<file path="config.mk">
export PLATFORM = sky130hd
export DESIGN_NAME = irtx_core
export DESIGN_NICKNAME = d
export VERILOG_FILES = /design/src/rtl/irtx_pkg.sv /design/src/rtl/irtx_fifo.sv /design/src/rtl/irtx_player.sv /design/src/rtl/irtx_carrier.sv /design/src/rtl/irtx_core.sv
export SDC_FILE = /design/constraint.sdc
export NUM_CORES = 1
export LEC_CHECK = 0
export BUFFER_PORTS_ARGS = -buffer_cell sky130_fd_sc_hd__buf_2
export CAP_MARGIN = 20
export CELL_PAD_IN_SITES_DETAIL_PLACEMENT = 0
export CELL_PAD_IN_SITES_GLOBAL_PLACEMENT = 2
export CORE_UTILIZATION = 47
export CTS_CLUSTER_SIZE = 30
export DETAILED_ROUTE_END_ITERATION = 8
export GPL_TIMING_DRIVEN = 0
export PLACE_DENSITY = 0.82
export SYNTH_ARGS = -nofsm -noshare
export SYNTH_HDL_FRONTEND = slang
export SYNTH_SLANG_ARGS = --single-unit
</file>
<file path="constraint.sdc">
create_clock -name clk -period 6.7 [get_ports clk]
set_input_delay 0.67 -clock clk [delete_from_list [all_inputs] [get_ports clk]]
set_output_delay 0.67 -clock clk [all_outputs]
set_load 0.05 [all_outputs]
</file>
<file path="src/rtl/irtx_pkg.sv">
`timescale 1ns/1ps
package irtx_pkg;
  localparam int LEN_W     = 7;
  localparam int IRQ_LOW   = 1;
  localparam int IRQ_ERR   = 2;
  localparam int IRQ_EMPTY = 5;
  localparam int AUX_EOT   = 2;
  localparam int AUX_UNDR  = 6;
  localparam int RESET_CAR = 9;

  typedef struct packed {
    logic             last;
    logic             space;
    logic [LEN_W-1:0] len;
  } ent_t;

  function automatic int rdiv(input int num, input int den);
    return (num + den / 2) / den;
  endfunction

  function automatic int car_hz(input int code);
    if (code <= 2)
      return 58000 + 1000 * code;
    else if (code == 30)
      return 56900;
    else
      return (code + 27) * 1000;
  endfunction
endpackage

</file>
<file path="src/rtl/irtx_fifo.sv">
`timescale 1ns/1ps
module irtx_fifo #(
  parameter  int WIDTH = 9,
  parameter  int DEPTH = 16,
  localparam int AW    = (DEPTH > 1) ? $clog2(DEPTH) : 1,
  localparam int CW    = $clog2(DEPTH + 1)
) (
  input  logic             clk,
  input  logic             rst_n,
  input  logic             push,
  input  logic [WIDTH-1:0] din,
  input  logic             pop,
  output logic [WIDTH-1:0] dout,
  output logic [CW-1:0]    level,
  output logic             full,
  output logic             empty
);
  logic [WIDTH-1:0] mem [DEPTH];
  logic [AW-1:0]    wp, rp;
  logic [CW-1:0]    cnt;
  logic             do_push, do_pop;

  function automatic logic [AW-1:0] bump(input logic [AW-1:0] p);
    return (p == AW'(DEPTH - 1)) ? '0 : p + 1'b1;
  endfunction

  assign full    = (cnt == CW'(DEPTH));
  assign empty   = (cnt == '0);
  assign do_push = push && !full;
  assign do_pop  = pop && !empty;
  assign dout    = mem[rp];
  assign level   = cnt;

  always_ff @(posedge clk) begin
    if (do_push) mem[wp] <= din;
  end

  always_ff @(posedge clk or negedge rst_n) begin
    if (!rst_n) begin
      wp  <= '0;
      rp  <= '0;
      cnt <= '0;
    end else begin
      if (do_push) wp <= bump(wp);
      if (do_pop)  rp <= bump(rp);
      cnt <= cnt + CW'(do_push) - CW'(do_pop);
    end
  end
endmodule

</file>
<file path="src/rtl/irtx_player.sv">
`timescale 1ns/1ps
module irtx_player
  import irtx_pkg::*;
#(
  parameter  int TICK = 240,
  localparam int TW   = $clog2(TICK + 1)
) (
  input  logic clk,
  input  logic rst_n,
  input  logic head_vld,
  input  ent_t head,
  output logic pop,
  output logic busy,
  output logic space,
  output logic restart,
  output logic underrun
);
  logic             busy_q, space_q, last_q;
  logic [LEN_W-1:0] units_q;
  logic [TW-1:0]    tick_q;
  logic             tick_end, byte_end, take;

  assign tick_end = (tick_q == TW'(TICK - 1));
  assign byte_end = busy_q && tick_end && (units_q == '0);
  assign take     = head_vld && (!busy_q || (byte_end && !last_q));
  assign pop      = take;
  assign restart  = take && !head.space && (!busy_q || space_q);
  assign underrun = byte_end && !last_q && !head_vld;
  assign busy     = busy_q;
  assign space    = space_q;

  always_ff @(posedge clk or negedge rst_n) begin
    if (!rst_n) begin
      busy_q  <= 1'b0;
      space_q <= 1'b0;
      last_q  <= 1'b0;
      units_q <= '0;
      tick_q  <= '0;
    end else if (take) begin
      busy_q  <= 1'b1;
      space_q <= head.space;
      last_q  <= head.last;
      units_q <= head.len;
      tick_q  <= '0;
    end else if (byte_end) begin
      busy_q  <= 1'b0;
    end else if (busy_q) begin
      if (tick_end) begin
        tick_q  <= '0;
        units_q <= units_q - 1'b1;
      end else begin
        tick_q  <= tick_q + 1'b1;
      end
    end
  end
endmodule

</file>
<file path="src/rtl/irtx_carrier.sv">
`timescale 1ns/1ps
module irtx_carrier
  import irtx_pkg::*;
#(
  parameter  int CLK_HZ  = 24_000_000,
  parameter  int CODE_W  = 5,
  localparam int NCODE   = 1 << CODE_W,
  localparam int PER_MAX = rdiv(CLK_HZ, 30000),
  localparam int PW      = $clog2(PER_MAX + 1),
  localparam int HIGH    = rdiv(CLK_HZ / 1000 * 7, 1000)
) (
  input  logic              clk,
  input  logic              rst_n,
  input  logic              restart,
  input  logic [CODE_W-1:0] code,
  output logic              hi
);
  logic [PW-1:0] per_tab [NCODE];
  logic [PW-1:0] per, ph_q;

  for (genvar g = 0; g < NCODE; g++) begin : g_tab
    assign per_tab[g] = PW'(rdiv(CLK_HZ, car_hz(g)));
  end

  assign per = per_tab[code];
  assign hi  = (ph_q < PW'(HIGH));

  always_ff @(posedge clk or negedge rst_n) begin
    if (!rst_n)                ph_q <= '0;
    else if (restart)          ph_q <= '0;
    else if (ph_q >= per - 1'b1) ph_q <= '0;
    else                       ph_q <= ph_q + 1'b1;
  end
endmodule

</file>
<file path="src/rtl/irtx_core.sv">
`timescale 1ns/1ps
module irtx_core
  import irtx_pkg::*;
#(
  parameter  int CLK_HZ   = 24_000_000,
  parameter  int DEPTH    = 16,
  parameter  int LOW_MARK = 3,
  parameter  int NOUT     = 4,
  parameter  int CODE_W   = 5,
  localparam int SW       = (NOUT > 1) ? $clog2(NOUT) : 1,
  localparam int TICK     = rdiv(CLK_HZ, 100000),
  localparam int CW       = $clog2(DEPTH + 1)
) (
  input  logic              clk,
  input  logic              rst_n,
  input  logic              wr_valid,
  output logic              wr_ready,
  input  logic [7:0]        wr_data,
  input  logic              aux_wr,
  input  logic [7:0]        aux_wdata,
  input  logic              car_wr,
  input  logic [CODE_W-1:0] car_code,
  input  logic              sel_wr,
  input  logic [SW-1:0]     sel_code,
  input  logic [7:0]        irq_en,
  output logic [7:0]        irq_stat,
  output logic              irq,
  output logic [7:0]        aux_stat,
  output logic              tx_busy,
  output logic [NOUT-1:0]   ir_out
);
  ent_t              push_ent, head;
  logic [CW-1:0]     level;
  logic              full, empty, pop, accept;
  logic              busy, space, restart, undr_evt, car_hi;
  logic              eot_q, eot_set, undr_q;
  logic [SW-1:0]     sel_q;
  logic [CODE_W-1:0] car_q;
  logic [7:0]        raw;
  logic              unused_aux;

  assign unused_aux = ^{aux_wdata[7], aux_wdata[5:3], aux_wdata[1:0]};

  assign wr_ready = !full;
  assign accept   = wr_valid && !full;
  assign eot_set  = aux_wr && aux_wdata[AUX_EOT];
  assign push_ent = '{last: eot_q || eot_set, space: wr_data[7], len: wr_data[LEN_W-1:0]};

  irtx_fifo #(.WIDTH($bits(ent_t)), .DEPTH(DEPTH)) u_fifo (
    .clk   (clk),
    .rst_n (rst_n),
    .push  (accept),
    .din   (push_ent),
    .pop   (pop),
    .dout  (head),
    .level (level),
    .full  (full),
    .empty (empty)
  );

  irtx_player #(.TICK(TICK)) u_player (
    .clk      (clk),
    .rst_n    (rst_n),
    .head_vld (!empty),
    .head     (head),
    .pop      (pop),
    .busy     (busy),
    .space    (space),
    .restart  (restart),
    .underrun (undr_evt)
  );

  irtx_carrier #(.CLK_HZ(CLK_HZ), .CODE_W(CODE_W)) u_carrier (
    .clk     (clk),
    .rst_n   (rst_n),
    .restart (restart),
    .code    (car_q),
    .hi      (car_hi)
  );

  always_ff @(posedge clk or negedge rst_n) begin
    if (!rst_n) begin
      eot_q  <= 1'b0;
      undr_q <= 1'b0;
      sel_q  <= '0;
      car_q  <= CODE_W'(RESET_CAR);
    end else begin
      if (accept)       eot_q <= 1'b0;
      else if (eot_set) eot_q <= 1'b1;
      if (undr_evt)                             undr_q <= 1'b1;
      else if (aux_wr && aux_wdata[AUX_UNDR])   undr_q <= 1'b0;
      if (sel_wr && !busy) sel_q <= sel_code;
      if (car_wr && !busy) car_q <= car_code;
    end
  end

  always_comb begin
    raw            = '0;
    raw[IRQ_LOW]   = busy && (level <= CW'(LOW_MARK));
    raw[IRQ_ERR]   = undr_q;
    raw[IRQ_EMPTY] = empty;
    aux_stat           = '0;
    aux_stat[AUX_EOT]  = eot_q;
    aux_stat[AUX_UNDR] = undr_q;
  end

  assign irq_stat = raw & irq_en;
  assign irq      = |irq_stat;
  assign tx_busy  = busy;

  for (genvar i = 0; i < NOUT; i++) begin : g_out
    assign ir_out[i] = busy && !space && car_hi && (sel_q == SW'(i));
  end
endmodule

</file>
==> results.toml <==
[setup_path]
slowest_stage = "dfstp_2"
worst_setup_path_type = "flop to flop"
cp_max_fo = 10
crit_path_end_kind = "flop"
crit_arrival_ns = 4.38
worst-r2r-cell-count = 16
cells_along_the_critical_path = "inv_1 > ha_1 > mux2_4 > mux4_2 > ha_1 > and2_1 > nor2b_1 > xnor2_1 > ha_1 > a211oi_1 > nand2_1 > a31oi_1 > o21ai_0 > a32o_1 > buf_4 > nor2_1"
critical-path-top-cell-by-count = "ha_1"
crit_path_start_kind = "flop"
rrSetupSlack_ns = 2.68
crit_required_ns = 7.06
largest_stage_delay_worst_path_ns = 0.65
critical_path.reg2reg.endpoint = "u_carrier.ph_q[5]$_DFF_PN0_"
worstReg2RegStart = "car_q[0]$_DFFE_PN1P_"

[clock_tree]
tritoncts = "done"
clock_sink_count = 194
htree_num_levels = 4
postCtsResizedCells = 0
cts_hold_repair.buffers = 0
clk-insertion-delay-late_ns = 0.43
tritoncts.num_buffers = 17
clkSlewWorstSetupHoldPaths_ns = 0.07
max-clock-path-buffers = 2
cts.repair_timing.setup_buffer_count = 0
clock_tree.root_cell = "clkbuf_16"

[pwr]
power.density_nw_per_um2 = 295.0
power.leakage_uw = 0.004006
vdd.ir_drop.worst_v = 0.0001742
p_total_uw = 3066

[global_routing]
grt_remaining_overflow = 0
grt_pass1_wl_mm = 30.50
number_of_antenna_violations_at_the_first_check_in_global_routing = 1
globalRouteTotalUtil_pct = 20.71
first_global_vias = 5650
grt_max_degree = 31

[logic_synthesis]
synth_xor_area_share_pct = 2.476
top_cell_type_by_total_area_after_synthesis = "edfxtp_1"
post-synth-top-area-fraction_pct = 47.01
synth_area_leaders = "edfxtp_1, dfrtp_1, mux4_2"
synth.area.mux_share_pct = 12.40
synth_top_family_by_area = "multiplexers"
synth-async-reset-ratio_pct = 25.77
synth-edff-count = 144
post_synth_and_or_nand_nor_area_fraction_pct = 9.181
synthAdderAreaFrac_pct = 4.978
synth_sequential_area_ratio_pct = 60.64
post_synth_inst_count = 631
ys_ff_latch = 194
yosys_warnings = 0
syn-mean-instance-area_um2 = 14.58
area_fraction_in_compound_gates_after_synthesis_pct = 6.393
synth.lib_cells_used.distinct = 65
postSynth.topFlopCell = "edfxtp_1"
synthesis.area_um2 = 9199

[sta]
final-hold-violation-count = 0
layout_setup_ws_ns = 2.679
fin_setup_tns_ns = 0
fin_skew_ns = 0.01020
final_period_demand_of_the_worst_path_ns = 4.021
max_freq_mhz = 248.7
worstMarginPinSlew_ns = 0.7610
max_slew_margin_pct = 49.27
rsz0062_at_grt = "no"
final_max_slew_viol_count = 0
min_period_over_period_pct = 60.01
report.final.setup_viol = 0

[drt]
vias = 5368
drt_first_pass_iters = 5
routed_via_density = 5.500
drt_wl_total_mm = 19.10
drcViolationCount = 0
wire_per_inst_um = 19.57
drtIter0Drc = 386
detail-route-antenna-nets = 0

[finish]
area_added_between_synthesis_and_finish_pct = 13.00
finalNetCount = 775
layout_common_cells = "edfxtp_1, dfrtp_1, buf_2"
layout.cells.most_common = "edfxtp_1"
finish.utilization_pct = 54.84
drive_above_1_share_pct = 20.70

[floorplan]
die_w_um = 141.9
effective_utilization_at_floorplan_pct = 48.53
core.rowCount = 50
pin_count = 60
core_area_um2 = 18960
chipHeight_um = 141.9
design.die.area_um2 = 20140

[placed_design]
io_buffer_count = 37
place_ws_ns = 2.699
gp_congestion = 0.7982
detailedPlacementHpwl_mm = 13.28

[run]
maxCapViolCount = 0

[outcome]
run_status = "finished clean"

[worst_hold_path]
holdCritPathClass = "input port to asynchronous set/reset pin"
-- report_power, final --
group,leakage (uW),internal (uW),switching (uW)
sequential,0.00191,1430,74.5
combinational,0.00182,233,353
clock,0.000276,494,477
-- kinds of logic (layout without fill, tap and decap cells) --
group                    Yosys count  count (layout)
AO/OA/AOI/OAI                     91              91
XOR/XNOR                          26              26
adder cells (fa/ha/maj)           36              36
buffers and inverters             67             141
flip-flops                       194             194
multiplexers                      54              54
other                              1              12
AND/OR/NAND/NOR                  162             162
-- critical path: cells and delay by family, from the launching register on --
family | cells | cell delay (ns)
flops | 1 | 0.65
simple gates | 4 | 0.52
compound gates | 4 | 0.71
fa+ha+maj | 3 | 0.83
mux | 2 | 0.81
xor+xnor | 1 | 0.13
buf+inv | 2 | 0.32
-- area by class of cell --
| class | instances | area (um^2) |
|---|---|---|
| clock inverters | 14 | 132.6 |
| well taps | 260 | 325.3 |
| diodes | 1 | 2.502 |
| inverters | 27 | 101.3 |
| multi-input cells | 380 | 3316 |
| flip-flops and latches | 194 | 5578 |
| clock buffers | 18 | 429.2 |
| fillers | 1584 | 8561 |
| plain buffers | 40 | 256.5 |
| repair buffers | 42 | 254.0 |
-- registers in the layout, summed over array words and instances, names as in the netlist, 2 cells and up --
register and flops:
u_player.tick_q 8, u_fifo.mem 144, u_player.units_q 7, u_carrier.ph_q 10, sel_q 2, u_fifo.level 5
car_q 5, u_fifo.rp 4, u_fifo.wp 4
-- Yosys cell counts (3+ instances only) --
cell type,count
nand2b_1,5
a31oi_1,3
nand2_1,42
nor2_1,33
nor3b_1,4
buf_4,17
dfrtp_1,48
or3_1,6
inv_1,27
ha_1,35
and3_1,16
mux4_2,30
edfxtp_1,144
clkbuf_1,9
a22oi_1,6
mux4_1,13
nand3_1,14
nand4_1,5
and2_1,9
nor2b_1,9
mux2i_1,3
buf_2,9
and4_1,3
mux2_2,7
nor3_1,9
xor2_1,9
o21ai_0,32
a21oi_1,16
o211ai_1,3
xnor2_1,17
a21o_1,6
-- through the flow --
step,hold WS (ns),instances,cell area [um^2]
2_1_floorplan,0.3744,641,9236
3_3_place_gp,0.4603,938,9747
3_5_place_dp,0.4684,942,9823
4_1_cts,0.3177,974,10390
5_1_grt,0.3493,976,10400
6_report,0.3035,976,10400
-- how the worst max path moves through the flow --
stage                         start                           to  slack (ns)  cells past startpoint
2_1_floorplan  car_q[0]$_DFFE_PN1P_  u_carrier.ph_q[2]$_DFF_PN0_        3.11                     16
3_3_place_gp   car_q[0]$_DFFE_PN1P_  u_carrier.ph_q[9]$_DFF_PN0_        2.69                     16
3_5_place_dp   car_q[0]$_DFFE_PN1P_  u_carrier.ph_q[5]$_DFF_PN0_        2.70                     16
4_1_cts        car_q[0]$_DFFE_PN1P_  u_carrier.ph_q[5]$_DFF_PN0_        2.67                     16
5_1_grt        car_q[1]$_DFFE_PN0P_  u_carrier.ph_q[3]$_DFF_PN0_        2.41                     17
6_report       car_q[0]$_DFFE_PN1P_  u_carrier.ph_q[5]$_DFF_PN0_        2.68                     16
-- metal layers --
metal | vias up | wire length (um) | share of wire (%) | track usage, %
met5 | - | 0 | 0 | 0
met4 | 0 | 467 | 2.4 | 7.923
met3 | 30 | 754 | 3.9 | 3.577
met2 | 116 | 9513 | 50 | 34.87
met1 | 2703 | 8364 | 44 | 26.92
li1 | 2519 | - | - | -
Note: power is estimated with default switching activity, not from simulation.
